[config.mk]
export PLATFORM = sky130hd
export DESIGN_NAME = radio_cmd_snoop
export DESIGN_NICKNAME = d
export VERILOG_FILES = /design/src/rtl/radio_snoop_pkg.sv /design/src/rtl/snoop_byte_pair.sv /design/src/rtl/snoop_opcode_class.sv /design/src/rtl/snoop_decode_core.sv /design/src/rtl/radio_cmd_snoop.sv
export SDC_FILE = /design/constraint.sdc
export NUM_CORES = 1
export LEC_CHECK = 0
export ABC_AREA = 1
export CAP_MARGIN = 30
export CORE_UTILIZATION = 63
export CTS_CLUSTER_DIAMETER = 100
export CTS_CLUSTER_SIZE = 28
export DETAILED_ROUTE_END_ITERATION = 7
export DONT_BUFFER_PORTS = 1
export HOLD_SLACK_MARGIN = 0.06
export PLACE_DENSITY = 0.79
export REMOVE_ABC_BUFFERS = 1
export SETUP_SLACK_MARGIN = 0.5
export SYNTH_ARGS = -nofsm -noshare
export SYNTH_HDL_FRONTEND = slang
export SYNTH_SLANG_ARGS = --single-unit
export TNS_END_PERCENT = 100
[constraint.sdc]
create_clock -name clk -period 2.3 [get_ports clk]
set_input_delay 0.23 -clock clk [delete_from_list [all_inputs] [get_ports clk]]
set_output_delay 0.23 -clock clk [all_outputs]
set_load 0.01 [all_outputs]
[src/rtl/radio_snoop_pkg.sv]
// Package: shared command kind codes and power-up shadow values for the
// radio control-port snooper. Assumes 8-bit SPI transfers.
package radio_snoop_pkg;

    localparam int BYTE_W   = 8;
    localparam int WORD_W   = 2 * BYTE_W;
    localparam int KIND_W   = 5;
    localparam int FREQ_W   = 12;
    localparam int STAT_W   = 11;
    localparam int AFC_W    = 5;
    localparam int CHG_W    = 4;

    typedef enum logic [KIND_W-1:0] {
        K_UNKNOWN = 5'd0,
        K_CONFIG  = 5'd1,
        K_POWER   = 5'd2,
        K_FREQ    = 5'd3,
        K_RATE    = 5'd4,
        K_RXCTL   = 5'd5,
        K_FILTER  = 5'd6,
        K_FIFO    = 5'd7,
        K_SYNC    = 5'd8,
        K_FIFORD  = 5'd9,
        K_AFC     = 5'd10,
        K_TXCTL   = 5'd11,
        K_PLL     = 5'd12,
        K_TXREG   = 5'd13,
        K_SWRESET = 5'd14,
        K_WAKEUP  = 5'd15,
        K_LOWDUTY = 5'd16,
        K_BATCLK  = 5'd17,
        K_STATUS  = 5'd18
    } cmd_kind_e;

    localparam logic [BYTE_W-1:0] POR_CONFIG = 8'h08;
    localparam logic [BYTE_W-1:0] POR_POWER  = 8'h08;
    localparam logic [FREQ_W-1:0] POR_FREQ   = 12'h680;
    localparam logic [BYTE_W-1:0] POR_RATE   = 8'h23;
    localparam logic [BYTE_W-1:0] POR_FIFO   = 8'h80;
    localparam logic [BYTE_W-1:0] POR_AFC    = 8'hF7;
    localparam logic [BYTE_W-1:0] POR_TXCTL  = 8'h00;
    localparam logic [BYTE_W-1:0] POR_PLL    = 8'h77;
    localparam logic [WORD_W-1:0] POR_STATUS = 16'h0000;

    localparam logic [BYTE_W-1:0] SYNC_FIXED_HI = 8'h2D;
    localparam logic [BYTE_W-1:0] RX_IMPLY     = 8'h58;
    localparam logic [BYTE_W-1:0] TX_IMPLY     = 8'h18;

endpackage

[src/rtl/snoop_byte_pair.sv]
// Byte pairer: collects two consecutive byte strobes into one command.
// Assumes byte_vld is a per-cycle level; frame_rst wins over byte_vld.
module snoop_byte_pair
    import radio_snoop_pkg::*;
(
    input  logic              clk,
    input  logic              rst_n,
    input  logic              byte_vld,
    input  logic              frame_rst,
    input  logic [BYTE_W-1:0] mosi_byte,
    input  logic [BYTE_W-1:0] miso_byte,
    output logic              pair_done,
    output logic [WORD_W-1:0] cmd_word,
    output logic [WORD_W-1:0] ret_word
);

    logic              have_first;
    logic [BYTE_W-1:0] mosi_hold;
    logic [BYTE_W-1:0] miso_hold;

    // Track whether the first byte of a command has been taken.
    always_ff @(posedge clk) begin
        if (!rst_n || frame_rst) begin
            have_first <= 1'b0;
        end else if (byte_vld) begin
            have_first <= !have_first;
        end
    end

    // Hold the first byte pair until its partner arrives.
    always_ff @(posedge clk) begin
        if (!rst_n) begin
            mosi_hold <= '0;
            miso_hold <= '0;
        end else if (byte_vld && !frame_rst && !have_first) begin
            mosi_hold <= mosi_byte;
            miso_hold <= miso_byte;
        end
    end

    // Present the complete command in the cycle its second byte is strobed.
    always_comb begin
        pair_done = byte_vld && have_first && !frame_rst;
        cmd_word  = {mosi_hold, mosi_byte};
        ret_word  = {miso_hold, miso_byte};
    end

endmodule

[src/rtl/snoop_opcode_class.sv]
// Opcode classifier: maps the first host byte to a command kind through a
// priority-ordered list of exact and masked matches. Purely combinational.
module snoop_opcode_class
    import radio_snoop_pkg::*;
(
    input  logic [BYTE_W-1:0] opcode,
    output cmd_kind_e         kind
);

    // Walk the rules in priority order; the first match wins.
    always_comb begin
        if      (opcode == 8'h80)             kind = K_CONFIG;
        else if (opcode == 8'h82)             kind = K_POWER;
        else if ((opcode & 8'hF0) == 8'hA0)   kind = K_FREQ;
        else if (opcode == 8'hC6)             kind = K_RATE;
        else if ((opcode & 8'hF8) == 8'h90)   kind = K_RXCTL;
        else if (opcode == 8'hC2)             kind = K_FILTER;
        else if (opcode == 8'hCA)             kind = K_FIFO;
        else if (opcode == 8'hCE)             kind = K_SYNC;
        else if (opcode == 8'hB0)             kind = K_FIFORD;
        else if (opcode == 8'hC4)             kind = K_AFC;
        else if ((opcode & 8'hFE) == 8'h98)   kind = K_TXCTL;
        else if (opcode == 8'hCC)             kind = K_PLL;
        else if (opcode == 8'hB8)             kind = K_TXREG;
        else if (opcode == 8'hFE)             kind = K_SWRESET;
        else if ((opcode & 8'hE0) == 8'hE0)   kind = K_WAKEUP;
        else if (opcode == 8'hC8)             kind = K_LOWDUTY;
        else if (opcode == 8'hC0)             kind = K_BATCLK;
        else if (opcode == 8'h00)             kind = K_STATUS;
        else                                  kind = K_UNKNOWN;
    end

endmodule

[src/rtl/snoop_decode_core.sv]
// Decode core: keeps shadow copies of the radio registers, compares each
// completed command against them and registers the decode outputs.
// Assumes pair_done never occurs in two consecutive cycles.
module snoop_decode_core
    import radio_snoop_pkg::*;
(
    input  logic              clk,
    input  logic              rst_n,
    input  logic              pair_done,
    input  logic [WORD_W-1:0] cmd_in,
    input  logic [WORD_W-1:0] ret_in,
    input  cmd_kind_e         kind_in,
    output logic              cmd_done,
    output logic [KIND_W-1:0] kind_out,
    output logic [WORD_W-1:0] cmd_out,
    output logic [WORD_W-1:0] field_out,
    output logic [CHG_W-1:0]  chg_out,
    output logic [BYTE_W-1:0] on_out,
    output logic [BYTE_W-1:0] off_out,
    output logic [STAT_W-1:0] stat_out,
    output logic [AFC_W-1:0]  afc_out,
    output logic              rxm_out
);

    localparam int WAKE_W = 13;

    logic [BYTE_W-1:0] cfg_q, pwr_q, rate_q, fifo_q, afc_q, txc_q, pll_q;
    logic [FREQ_W-1:0] freq_q;
    logic [WORD_W-1:0] stat_q;

    logic [BYTE_W-1:0] b0, b1;
    logic [FREQ_W-1:0] freq_new;
    logic [BYTE_W-1:0] pwr_eff;
    logic [BYTE_W-1:0] pwr_rise, pwr_fall;
    logic [WORD_W-1:0] field_d;
    logic [CHG_W-1:0]  chg_d;
    logic [BYTE_W-1:0] on_d, off_d;
    logic              sw_reset;

    // Split the command and form the derived frequency and power values.
    always_comb begin
        b0       = cmd_in[WORD_W-1:BYTE_W];
        b1       = cmd_in[BYTE_W-1:0];
        freq_new = {b0[3:0], b1};
        pwr_eff  = b1 | (b1[7] ? RX_IMPLY : '0) | (b1[5] ? TX_IMPLY : '0);
        sw_reset = pair_done && (kind_in == K_SWRESET);
    end

    // Per-bit power transitions against the shadow copy.
    for (genvar i = 0; i < BYTE_W; i++) begin : g_pwr_edge
        assign pwr_rise[i] =  pwr_eff[i] && !pwr_q[i];
        assign pwr_fall[i] = !pwr_eff[i] &&  pwr_q[i];
    end

    // Select the decoded value and changed flags for the command kind.
    always_comb begin
        field_d = {8'h00, b1};
        chg_d   = '0;
        on_d    = '0;
        off_d   = '0;
        case (kind_in)
            K_CONFIG: chg_d = {1'b0, b1[3:0] != cfg_q[3:0],
                               b1[5:4] != cfg_q[5:4], b1[7:6] != cfg_q[7:6]};
            K_POWER: begin
                field_d = {8'h00, pwr_eff};
                on_d    = pwr_rise;
                off_d   = pwr_fall;
            end
            K_FREQ: begin
                field_d = {4'h0, freq_new};
                chg_d   = {3'b000, freq_new != freq_q};
            end
            K_RATE:   chg_d = {3'b000, b1 != rate_q};
            K_FIFO:   chg_d = {b1[0] != fifo_q[0], b1[2:1] != fifo_q[2:1],
                               b1[3] != fifo_q[3], b1[7:4] != fifo_q[7:4]};
            K_SYNC:   field_d = fifo_q[3] ? {SYNC_FIXED_HI, b1} : {8'h00, b1};
            K_FIFORD: field_d = {8'h00, ret_in[BYTE_W-1:0]};
            K_AFC:    chg_d = {1'b0, b1[3:0] != afc_q[3:0],
                               b1[5:4] != afc_q[5:4], b1[7:6] != afc_q[7:6]};
            K_TXCTL:  chg_d = {2'b00, b1[2:0] != txc_q[2:0], b1[7:4] != txc_q[7:4]};
            K_PLL:    chg_d = {2'b00, b1[0] != pll_q[0], b1[3:2] != pll_q[3:2]};
            K_WAKEUP: field_d = {3'b000, cmd_in[WAKE_W-1:0]};
            K_STATUS: begin
                field_d = ret_in;
                chg_d   = {3'b000, ret_in[AFC_W-1:0] != stat_q[AFC_W-1:0]};
            end
            default: ;
        endcase
    end

    // Maintain the shadow registers; reset or a software reset restores them.
    always_ff @(posedge clk) begin
        if (!rst_n || sw_reset) begin
            cfg_q  <= POR_CONFIG;
            pwr_q  <= POR_POWER;
            freq_q <= POR_FREQ;
            rate_q <= POR_RATE;
            fifo_q <= POR_FIFO;
            afc_q  <= POR_AFC;
            txc_q  <= POR_TXCTL;
            pll_q  <= POR_PLL;
            stat_q <= POR_STATUS;
        end else if (pair_done) begin
            case (kind_in)
                K_CONFIG: cfg_q  <= b1;
                K_POWER:  pwr_q  <= pwr_eff;
                K_FREQ:   freq_q <= freq_new;
                K_RATE:   rate_q <= b1;
                K_FIFO:   fifo_q <= b1;
                K_AFC:    afc_q  <= b1;
                K_TXCTL:  txc_q  <= b1;
                K_PLL:    pll_q  <= b1;
                K_STATUS: stat_q <= ret_in;
                default: ;
            endcase
        end
    end

    // Register the decode outputs once per completed command.
    always_ff @(posedge clk) begin
        if (!rst_n) begin
            cmd_done  <= 1'b0;
            kind_out  <= '0;
            cmd_out   <= '0;
            field_out <= '0;
            chg_out   <= '0;
            on_out    <= '0;
            off_out   <= '0;
            stat_out  <= '0;
            afc_out   <= '0;
            rxm_out   <= 1'b0;
        end else begin
            cmd_done <= pair_done;
            if (pair_done) begin
                kind_out  <= kind_in;
                cmd_out   <= cmd_in;
                field_out <= field_d;
                chg_out   <= chg_d;
                on_out    <= on_d;
                off_out   <= off_d;
                if (kind_in == K_STATUS) begin
                    stat_out <= {ret_in[WORD_W-1:BYTE_W], ret_in[7:5]};
                    afc_out  <= ret_in[AFC_W-1:0];
                    rxm_out  <= pwr_q[7];
                end
            end
        end
    end

    // A completion pulse is never followed directly by another.
    assert_single_pulse_R1: assert property (@(posedge clk) disable iff (!rst_n)
        cmd_done |=> !cmd_done);

    // Outputs move only together with a completion pulse.
    assert_hold_outputs_R1: assert property (@(posedge clk) disable iff (!rst_n)
        !cmd_done |-> ($stable(field_out) && $stable(kind_out) && $stable(chg_out)));

    // 0xFE always decodes as software reset, never as wake-up.
    assert_fe_priority_R3: assert property (@(posedge clk) disable iff (!rst_n)
        (cmd_done && cmd_out[WORD_W-1:BYTE_W] == 8'hFE) |-> kind_out == K_SWRESET);

    // A bit cannot be switched on and off by the same command.
    assert_power_disjoint_R6: assert property (@(posedge clk) disable iff (!rst_n)
        cmd_done |-> ((on_out & off_out) == '0));

    // An enabled receiver forces the baseband, synthesizer and oscillator bits.
    assert_power_imply_R6: assert property (@(posedge clk) disable iff (!rst_n)
        (cmd_done && kind_out == K_POWER && field_out[7]) |->
        (field_out[6] && field_out[4] && field_out[3]));

    // Commands other than power report no power transitions.
    assert_power_quiet_R6: assert property (@(posedge clk) disable iff (!rst_n)
        (cmd_done && kind_out != K_POWER) |-> (on_out == '0 && off_out == '0));

endmodule

[src/rtl/radio_cmd_snoop.sv]
// Top: passive snooper of a radio transceiver control port. Pairs bytes into
// commands, classifies them and reports decoded fields against shadow state.
// Assumes an upstream deserializer delivers one byte pair per byte_vld.
module radio_cmd_snoop
    import radio_snoop_pkg::*;
(
    input  logic              clk,
    input  logic              rst_n,
    input  logic              byte_vld,
    input  logic [7:0]        mosi_byte,
    input  logic [7:0]        miso_byte,
    input  logic              frame_rst,
    output logic              cmd_done,
    output logic [4:0]        cmd_kind,
    output logic [15:0]       cmd_word,
    output logic [15:0]       field_value,
    output logic [3:0]        chg_flags,
    output logic [7:0]        pwr_on,
    output logic [7:0]        pwr_off,
    output logic [10:0]       status_flags,
    output logic [4:0]        afc_offset,
    output logic              rx_mode
);

    logic              pair_done;
    logic [WORD_W-1:0] pair_cmd;
    logic [WORD_W-1:0] pair_ret;
    cmd_kind_e         pair_kind;

    snoop_byte_pair i_pair (
        .clk       (clk),
        .rst_n     (rst_n),
        .byte_vld  (byte_vld),
        .frame_rst (frame_rst),
        .mosi_byte (mosi_byte),
        .miso_byte (miso_byte),
        .pair_done (pair_done),
        .cmd_word  (pair_cmd),
        .ret_word  (pair_ret)
    );

    snoop_opcode_class i_class (
        .opcode (pair_cmd[WORD_W-1:BYTE_W]),
        .kind   (pair_kind)
    );

    snoop_decode_core i_core (
        .clk       (clk),
        .rst_n     (rst_n),
        .pair_done (pair_done),
        .cmd_in    (pair_cmd),
        .ret_in    (pair_ret),
        .kind_in   (pair_kind),
        .cmd_done  (cmd_done),
        .kind_out  (cmd_kind),
        .cmd_out   (cmd_word),
        .field_out (field_value),
        .chg_out   (chg_flags),
        .on_out    (pwr_on),
        .off_out   (pwr_off),
        .stat_out  (status_flags),
        .afc_out   (afc_offset),
        .rxm_out   (rx_mode)
    );

endmodule

==> results of run 1 <==
-- cells in the mapped netlist, types with 2 or more instances --
cell | count | area [sq um]
clkinv_1 | 7 | 26.28
a211oi_1 | 7 | 52.55
nor2_2 | 3 | 18.77
nand3_2 | 4 | 40.04
o21ai_0 | 87 | 435.4
nor2_4 | 2 | 22.52
o2111ai_1 | 2 | 17.52
a21oi_1 | 118 | 590.6
o211ai_1 | 3 | 22.52
nand2_1 | 201 | 754.5
xnor2_1 | 8 | 70.07
clkbuf_1 | 42 | 157.7
nand3_1 | 41 | 205.2
a22o_1 | 7 | 61.31
o31ai_1 | 4 | 30.03
xor2_1 | 28 | 245.2
nor3_1 | 8 | 40.04
inv_2 | 8 | 30.03
o22ai_1 | 6 | 37.54
dfxtp_1 | 159 | 3183
nor2_1 | 60 | 225.2
or2_2 | 7 | 43.79
buf_2 | 3 | 15.01
nor4_1 | 5 | 31.28
nand2_2 | 6 | 37.54
nand4_1 | 7 | 43.79
inv_1 | 63 | 236.5
-- area by class of cell --
type	instances	share of cell area
Sequential cell	159	0.3762
Multi-Input combinational cell	622	0.3994
Timing Repair Buffer	89	0.09705
Clock buffer	20	0.05219
Inverter	79	0.03988
Tap cell	136	0.01994
Clock inverter	11	0.01539
-- through the flow --
step | setup slack [ps] | hold slack (ps) | area (sq um) | std cells | total power, uW
2_1_floorplan | -3229 | 307.3 | 6594 | 860 | 3103
3_3_place_gp | 192.1 | 309.1 | 7083 | 1032 | 3221
3_5_place_dp | 148.9 | 312.9 | 7083 | 1032 | 3227
4_1_cts | 400.7 | 62.16 | 8249 | 1107 | 6072
5_1_grt | 293.1 | 86.58 | 8534 | 1116 | 6295
6_report | 359.8 | 77.20 | 8534 | 1116 | 6148
-- where the power goes --
| part | internal [uW] | total [uW] | switching, uW | leakage [uW] |
|---|---|---|---|---|
| logic | 205 | 553 | 348 | 0.00182 |
| registers | 2780 | 2830 | 44.1 | 0.00129 |
| clock network | 1610 | 2770 | 1160 | 0.000274 |
| total | 4600 | 6150 | 1550 | 0.00339 |
-- flip-flops by register name, summed over array words and instances (netlist names), 7 cells and up --
register and cells:
i_core.cmd_out 16, i_core.field_out 16, i_core.freq_q 12, i_core.stat_out 11
i_core.afc_q 8, i_core.cfg_q 8, i_core.fifo_q 8, i_core.off_out 8
i_core.on_out 8, i_core.pwr_q 8, i_core.rate_q 8, i_pair.miso_hold 8
i_pair.mosi_hold 8, i_core.txc_q 7
-- final timing paths --
| path | depth (start not counted) | slack, ps | to |
|---|---|---|---|
| max | 11 | 360 | i_core.chg_out[0]$_SDFFE_PN0P_ |
| min | 5 | 80 | i_core.field_out[6]$_SDFFE_PN0P_ |
| max reg2reg | 12 | 400 | i_core.chg_out[2]$_SDFFE_PN0P_ |
| min reg2reg | 2 | 450 | i_pair.miso_hold[0]$_SDFFE_PN0P_ |
-- logic make-up (layout without fill, tap and decap cells) --
kind of cell,Yosys count,in the layout,synth area share
AND/OR/NAND/NOR,349,349,0.2248
AO/OA/AOI/OAI,237,237,0.1871
flip-flops,159,159,0.4689
buffers and inverters,127,199,0.07280
XOR/XNOR,36,36,0.04644
-- routing by layer --
metal	routed length (um)	vias to the layer above
li1	-	3124
met5	0	-
met4	916	0
met1	8754	3193
met3	2468	87
met2	10440	401
-- repair_timing --
action                                 in CTS  in global routing
gates resized for setup                    63                 64
buffers inserted                           16                  8
cloned                                      0                  1
setup endpoints to repair                  73                 86
endpoints found under the hold margin     112                  0
hold buffers                               28                  0
pin swaps                                  10                 17
-- worst reg2reg max path, stage by stage, from the launching register on --
cell,delay (ps)
dfxtp_4,370
inv_6,100
nand2_8,70
nor2_4,160
nand2_2,90
buf_12,160
nand2_1,70
o21ai_0,100
xor2_1,160
o31ai_2,300
nand2_1,80
nand2_1,60
a21oi_1,60
==> run metrics, run 1 <==
Final Slew Violations 0; Num Clock Sinks 159; register bit total from synthesis 159; initial core utilization 0.6547; final core utilization 0.8230; area of the core 10370 sq um; wire per inst 20.23 um; Post-synth EDFFs 0; # diodes 0; Mapped Cells 908; Routed WL 22580 um; Root Driver clkbuf_8; layout cells sized above 1 0.1959; nets 988; Distinct cells, synth 39; GR met2 Demand/Resource 0.6317; CP startpoint mosi_byte[7]; run status finished clean; Worst-path clk slew 70 ps; Initial DRT Pass Iterations 5; grt met3 use 0.1274; number of global-route vias before repair 6422; vias per std cell 6.098; CTS tree built; Worst EP required 2710 ps; grt total ovfl 0; Final Cycle Share 0.8436; clk_skew 11.70 ps; Final GP Congestion 0.9312; Seq/Total Area, Yosys 0.4689; commonest non-fill, non-tap cells in the layout 191 x nand2_1, 151 x dfxtp_1, 113 x a21oi_1; Post-synth ARST share 0; commonest non-fill, non-tap cell in the layout nand2_1; Hold Startpoint byte_vld; worst path bufs/invs 2; Crit Path Max Fanout 14; Netlist Area Pre-Place 6789 sq um; Min-Delay Path Class in -> reg; maximum vdd drop 0.0006622 V; initial DRC count 667; Final Hold Vio Count 0; Slew @ Worst Pin 746.6 ps; Multi-input gate area 3408 sq um; RSZ-0062 raised after global routing true; most frequent CP cell nand2_1; Worst setup SP type input port; post-route ant nets 0; Worst slew margin 0.5006; routed vias 6805; GR peak layer met2; CTS max path bufs 2; DIE WIDTH 105.8 um; largest net degree at the start of global routing 38; PwrDens 720.3 nW/um^2; worst-skew pair later-pin latency 540 ps; Fill cells 663; All-Layer GR Usage 0.4023; Post-DP HPWL 13740 um; met1 global-route usage 0.5045; Critical-path top delay cell dlygate4sd3_1; Leak 0.003387 uW; H-tree Lvls 4; FMAX 515.4 MHz; first-pass GRT wire length 34000 um; Tmin final 1940 ps; Crit Reg-Reg Startpoint i_pair.mosi_hold[5]$_SDFFE_PN0P_; Buffers on Ports 0; setup violation total in the final timing report 0; CP endpoint kind flop; Remaining DRCs 0; FF/Latch Area 3211 sq um; final setup TNS 0 ps; FP Rows 37; die height 105.8 um; Synth Area per Inst 7.477 sq um; YS warnings 0; synth-to-layout area growth 25.71%; initial antenna violation count 0; CTS buffer count 17; crit path cell chain dlygate4sd3_1 -> inv_1 -> nor2_1 -> nor4_1 -> nand4_1 -> nand2_1 -> nand3_1 -> nor2_1 -> nand2_1 -> nand2_1 -> a21oi_1; kind of cell adding the most delay to the critical path simple AND/OR/NAND/NOR gates; io pins 95; Max Cap Violations 0; critical path class in -> reg; top_reg_cell synth dfxtp_1; slowest stage delay, CP 820 ps; die area 11200 sq um; Worst Path Arrival 2350 ps
Note: power is estimated with default switching activity, not from simulation.
==> inputs of run 2 (changes only) <==
--- a/config.mk
+++ b/config.mk
@@ -7,13 +7,13 @@
 export LEC_CHECK = 0
 export ABC_AREA = 1
 export CAP_MARGIN = 30
-export CORE_UTILIZATION = 63
+export CORE_UTILIZATION = 57
 export CTS_CLUSTER_DIAMETER = 100
 export CTS_CLUSTER_SIZE = 28
 export DETAILED_ROUTE_END_ITERATION = 7
 export DONT_BUFFER_PORTS = 1
 export HOLD_SLACK_MARGIN = 0.06
-export PLACE_DENSITY = 0.79
+export PLACE_DENSITY = 0.75
 export REMOVE_ABC_BUFFERS = 1
 export SETUP_SLACK_MARGIN = 0.5
 export SYNTH_ARGS = -nofsm -noshare
==> constraint.sdc (replaced) <==
create_clock -name clk -period 1.7 [get_ports clk]
set_input_delay 0.17 -clock clk [delete_from_list [all_inputs] [get_ports clk]]
set_output_delay 0.17 -clock clk [all_outputs]
set_load 0.01 [all_outputs]
==> run metrics, run 2 (same netlist as run 1, synthesis figures left out) <==
Layout Cells excl Fill 1187 (+6.4%); Post-DP HPWL 14640 um (+6.6%); wire per inst 20.73 um (+2.5%); commonest non-fill, non-tap cells in the layout 182 x nand2_1, 150 x dfxtp_1, 94 x buf_4; Multi-input gate area 3583 sq um (+5.1%); CP endpoint kind flop; kind of cell adding the most delay to the critical path buffers and inverters; initial core utilization 0.5895 (-0.06516); H-tree Lvls 4 (unchanged); Max Cap Violations 0 (unchanged); critical path class reg -> reg; Worst Path Arrival 2240 ps (-110 ps); Hold Startpoint rst_n; Fill cells 736 (+11%); Final GP Congestion 0.8843 (-5.0%); FF/Latch Area 3204 sq um (-0.19%); CTS buffer count 17 (unchanged); Worst slew margin 0.4555 (-0.04508); Worst setup SP type flop; PwrDens 904.8 nW/um^2 (+26%); largest net degree at the start of global routing 44 (+16%); All-Layer GR Usage 0.3924 (-0.009899); FP Rows 39 (+5.4%); # diodes 0 (unchanged); Hold WS -145.5 ps (-222.7 ps); area of the core 11520 sq um (+11%); DIE WIDTH 111.1 um (+5.0%); Final Hold Vio Count 36 (+36); final setup margin -237.4 ps (-597.2 ps); Final Cycle Share 1.140; CP startpoint i_pair.mosi_hold[5]$_SDFFE_PN0P_; Min-Delay Path Class in -> reg; Critical-path top delay cell dfxtp_4; final core utilization 0.8158 (-0.007156); worst path bufs/invs 7 (+5); routed vias 7157 (+5.2%); Final Cell Area 9395 sq um (+10%); Crit Reg-Reg Startpoint i_pair.mosi_hold[5]$_SDFFE_PN0P_; setup violation total in the final timing report 99 (+99); io pins 95 (unchanged); nets 1053 (+6.6%); commonest non-fill, non-tap cell in the layout nand2_1; die area 12350 sq um (+10%); CTS tree built; first-pass GRT wire length 37230 um (+9.5%); Buffers on Ports 0 (unchanged); run status finished with violations; Final Slew Violations 0 (unchanged); Slew @ Worst Pin 816.7 ps (+70.08 ps); initial antenna violation count 1 (+1); grt total ovfl 0 (unchanged); worst-skew pair later-pin latency 430 ps (-110 ps); clk_skew 13.81 ps (+2.113 ps); Worst EP required 2000 ps (-710 ps); die height 111.1 um (+5.0%); Routed WL 24600 um (+9.0%); layout cells sized above 1 0.2960 (+0.1001); RSZ-0062 raised after global routing true; initial DRC count 636 (-4.6%); Leak 0.003829 uW (+13%); Root Driver clkbuf_16; DP Area 7555 sq um (+6.7%); FMAX 516.2 MHz; number of global-route vias before repair 6938 (+8.0%); CTS max path bufs 2 (unchanged); Post-CTS Hold Fix Bufs 19 (-32%); maximum vdd drop 0.0008061 V (+22%); Tmin final 1937 ps; Remaining DRCs 12 (+12); Initial DRT Pass Iterations 8 (+3); synth-to-layout area growth 38.39%; slowest stage delay, CP 370 ps (-450 ps); Top Registers i_core.cmd_out x16, i_core.field_out x16, i_core.freq_q x12; failing checks design-rule violations, negative hold slack, negative setup slack; crit path cell chain buf_6 -> nand3_4 -> nor2_4 -> nand2_2 -> buf_4 -> buf_4 -> buf_6 -> o21ai_4 -> buf_8 -> buf_12 -> buf_16 -> a21oi_2; vias per std cell 6.029 (-1.1%); placed cells 1101 (+6.7%); Num Clock Sinks 159 (unchanged); Crit Path Max Fanout 6 (-8); post-route ant nets 0 (unchanged); Worst-path clk slew 60 ps (about the same); Power, Total 8501 uW (+38%)
-- run 2: path summary, 6_finish.rpt --
| kind | to | slack [ps] | cells after the start |
|---|---|---|---|
| max | i_core.txc_q[4]$_SDFFE_PP0P_ | -240 | 12 |
| min | i_core.field_out[9]$_SDFFE_PN0P_ | -150 | 2 |
| max reg2reg | i_core.txc_q[4]$_SDFFE_PP0P_ | -240 | 12 |
| min reg2reg | i_pair.miso_hold[2]$_SDFFE_PN0P_ | 460 | 2 |
-- run 2: repair_timing --
action	in CTS	in global routing
cloned	7	1
resized for setup	128	115
pin swaps	22	21
setup buffers	18	11
endpoints found under the setup margin	141	155
hold endpoints to repair	97	36
-- run 2: final cells by class --
cell class,instances,area share
multi-input cells,622,0.3814
flip-flops and latches,159,0.3411
repair buffers,154,0.1623
clock buffers,19,0.04714
inverters,79,0.03489
well taps,143,0.01904
clock inverters,11,0.01412
-- run 2: power breakdown --
part | switching, uW | internal, uW
registers | 47.5 | 3770
logic | 515 | 405
clock network | 1560 | 2200
total | 2120 | 6380
-- run 2: per-layer routing --
metal  global-route usage  vias up  share of wire
met1               0.4854     3344           0.39
li1                     -     3263              -
met3               0.1197      107           0.10
met2               0.6197      443           0.46
met4               0.1973        0          0.051
met5                    0        -              0
-- run 2: metrics by stage --
step	hold slack, ps	worst slack [ps]	TNS (ps)
detailed placement	252.2	-335.6	-12470
global route	-147.6	-329.2	-21910
finish	-145.5	-237.4	-12840
global placement	250.2	-300.6	-10800
CTS	-155.4	-193.8	-11290
floorplan	247.3	-3829	-294910
==> inputs of run 3 (changes only) <==
--- a/config.mk
+++ b/config.mk
@@ -7,13 +7,13 @@
 export LEC_CHECK = 0
 export ABC_AREA = 1
 export CAP_MARGIN = 30
-export CORE_UTILIZATION = 57
+export CORE_UTILIZATION = 63
 export CTS_CLUSTER_DIAMETER = 100
 export CTS_CLUSTER_SIZE = 28
 export DETAILED_ROUTE_END_ITERATION = 7
 export DONT_BUFFER_PORTS = 1
 export HOLD_SLACK_MARGIN = 0.06
-export PLACE_DENSITY = 0.75
+export PLACE_DENSITY = 0.79
 export REMOVE_ABC_BUFFERS = 1
 export SETUP_SLACK_MARGIN = 0.5
 export SYNTH_ARGS = -nofsm -noshare
==> constraint.sdc (replaced) <==
create_clock -name clk -period 2 [get_ports clk]
set_input_delay 0.2 -clock clk [delete_from_list [all_inputs] [get_ports clk]]
set_output_delay 0.2 -clock clk [all_outputs]
set_load 0.01 [all_outputs]
==> run metrics, run 3 (same netlist as run 1, synthesis figures left out) <==
initial antenna violation count 0 (-1); CP endpoint kind flop; first-pass GRT wire length 35620 um (-4.3%); number of global-route vias before repair 6880 (-0.84%); GR met2 Demand/Resource 0.6601 (+0.04042); maximum vdd drop 0.0006106 V (-24%); Final Hold Vio Count 33 (-8.3%); Final Cycle Share 1.087 (-0.05311); Power, Total 6992 uW (-18%); largest net degree at the start of global routing 47 (+6.8%); Post-DP HPWL 13750 um (-6.1%); GR peak layer met2; FP Rows 37 (-5.1%); Num Clock Sinks 159 (unchanged); Routed WL 27990 um (+14%); initial core utilization 0.6547 (+0.06516); part of the power in registers 0.464 (+0.015); clk_skew 9.321 ps (-4.490 ps); All-Layer GR Usage 0.4159 (+0.02352); Tmin final 2173 ps (+235.7 ps); RSZ-0062 raised after global routing true; Multi-input gate area 3699 sq um (+3.2%); CTS tree built; CTS max path bufs 2 (unchanged); Worst EP required 2470 ps (+470 ps); Root Driver clkbuf_8; setup violation total in the final timing report 20 (-80%); Initial DRT Pass Iterations 8 (unchanged); Buffers on Ports 0 (unchanged); # diodes 0 (unchanged); Worst-path clk slew 70 ps (about the same); DIE WIDTH 105.8 um (-4.8%); die area 11200 sq um (-9.4%); Final GP Congestion 0.9240 (+4.5%); Crit Path Max Fanout 5 (-1); post-route ant nets 0 (unchanged); nets 1027 (-2.5%); run status finished with violations; met1 global-route usage 0.5180 (+0.03259); Leak 0.003588 uW (-6.3%); failing checks design-rule violations, negative hold slack, negative setup slack; CTS buffer count 17 (unchanged); Final Cell Area 9165 sq um (-2.5%); Critical-path top delay cell nor3b_4; FMAX 460.2 MHz (-11%); R2R cell count 12 (unchanged); Worst setup SP type flop; Layout Cells excl Fill 1156 (-2.6%); Max Cap Violations 0 (unchanged); Crit Reg-Reg Startpoint i_pair.mosi_hold[0]$_SDFFE_PN0P_; io pins 95 (unchanged); placed cells 1058 (-3.9%); die height 105.8 um (-4.8%); Gate power share 0.112 (+0.004); final setup margin -173.1 ps (+64.33 ps); routed vias 7805 (+9.1%); commonest non-fill, non-tap cells in the layout 175 x nand2_1, 150 x dfxtp_1, 90 x a21oi_1; critical path class reg -> reg; grt total ovfl 0 (unchanged); net switching power 1939 uW (-8.7%); DP Area 7278 sq um (-3.7%); Fill cells 473 (-36%); Remaining DRCs 11 (-1); H-tree Lvls 4 (unchanged); layout cells sized above 1 0.2912 (-0.004801); Slew @ Worst Pin 866.8 ps (+50.09 ps); FF/Latch Area 3199 sq um (-0.16%); initial DRC count 1253 (+97%); Top Registers i_core.cmd_out x16, i_core.field_out x16, i_core.freq_q x12; PwrDens 762.9 nW/um^2 (-16%); Int Pwr 5053 uW (-21%); Hold Path Cell Cnt 2 (unchanged); Worst R2R End i_core.stat_out[4]$_SDFFE_PN0P_; slowest stage delay, CP 360 ps (about the same); area of the core 10370 sq um (-10%); reg-to-reg setup timing slack -170 ps (+60 ps); synth-to-layout area growth 35.00%; grt met3 use 0.1169 (-0.002854); Worst Path Arrival 2650 ps (+410 ps); wire per inst 24.21 um (+17%); crit path cell chain inv_4 -> nand2_4 -> buf_6 -> nor2_4 -> nand2_4 -> nand2_1 -> nor2_4 -> nand4_4 -> nand2_2 -> nor3b_4 -> nand2_2 -> a21oi_1; worst-skew pair later-pin latency 570 ps (+140 ps); clock power share 0.424 (-0.019); Sw Share 0.2773 (+0.02756); hold endpoint i_core.field_out[4]$_SDFFE_PN0P_; Min-Delay Path Class in -> reg; vias per std cell 6.752 (+12%); Hold Startpoint rst_n; Hold WS -250.4 ps (-104.9 ps); Worst slew margin 0.4202 (-0.03530); commonest non-fill, non-tap cell in the layout nand2_1; Final Slew Violations 0 (unchanged)
-- run 3: cell types whose count changed in the layout (fill, tap and decap cells not counted), moves of 3 or more --
cell,previous run,this run
buf_6,25,28
nor2_2,7,10
nor2_4,10,16
buf_4,94,61
nand2_1,182,175
nor2_1,48,39
buf_16,3,0
o21ai_2,14,10
dlygate4sd3_1,16,26
nand2_2,16,22
clkinvlp_4,2,9
inv_1,55,51
o21ai_0,40,45
inv_4,5,8
-- run 3: how the worst max path moves through the flow --
stage	startpoint	cells past startpoint	slack [ps]	to
2_1_floorplan	i_pair.have_first$_SDFFE_PP0P_	5	-3530	i_core.freq_q[8]$_SDFFE_PP0P_
3_3_place_gp	i_pair.mosi_hold[2]$_SDFFE_PN0P_	11	-40	i_core.rxm_out$_SDFFE_PN0P_
3_5_place_dp	i_pair.mosi_hold[6]$_SDFFE_PN0P_	11	-60	i_core.field_out[7]$_SDFFE_PN0P_
4_1_cts	i_pair.mosi_hold[3]$_SDFFE_PN0P_	17	60	i_core.field_out[9]$_SDFFE_PN0P_
5_1_grt	i_pair.mosi_hold[0]$_SDFFE_PN0P_	12	-230	i_core.stat_out[4]$_SDFFE_PN0P_
6_report	i_pair.mosi_hold[0]$_SDFFE_PN0P_	12	-170	i_core.stat_out[4]$_SDFFE_PN0P_
-- run 3: timing repair --
action / 4_1_cts / 5_1_grt
endpoints found under the setup margin: 119 / 125
gates resized for setup: 112 / 150
pin swaps: 37 / 44
hold buffers: 26 / 1
cloned: 3 / 6
endpoints found under the hold margin: 132 / 39
buffers inserted: 15 / 15
-- run 3: area by class of cell --
class / count / share of cell area
multi-input cells: 623 / 0.4035
flip-flops and latches: 159 / 0.3491
repair buffers: 125 / 0.1338
clock buffers: 21 / 0.04792
inverters: 79 / 0.03631
well taps: 136 / 0.01857
clock inverters: 11 / 0.009283
repair inverters: 2 / 0.001502
-- run 3: metal layers --
metal | up-vias | part of all wire
met5 | - | 0
met4 | 0 | 0.079
met3 | 280 | 0.15
met2 | 769 | 0.44
met1 | 3551 | 0.33
li1 | 3205 | -
-- run 3: worst max-delay path, delay by kind of cell, from the launching register on --
family	cells	cell delay, ps
and+or+nand+nor	9	1290
DFF	1	340
AOI/OAI and AO/OA	1	240
buffers and inverters	2	220
-- run 3: power by group through the flow --
stage          clock, uW  combinational [uW]  sequential, uW
6_report            2970                 782            3240
3_3_place_gp           0                 431            3300
4_1_cts             2910                 596            3240
2_1_floorplan          0                 267            3300
3_5_place_dp           0                 443            3300
5_1_grt             3070                 798            3240
-- run 3: stage by stage --
step	setup WS, ps	util	setup TNS (ps)	hold WS, ps
finish	-173.1	0.8838	-972.4	-250.4
global route	-228.2	0.8838	-1940	-249.2
CTS	62.81	0.8226	0	-244.4
detailed placement	-64.81	0.7019	-631.1	283.6
global placement	-42.08	0.7019	-430.3	279.2
floorplan	-3529	-	-252400	277.3
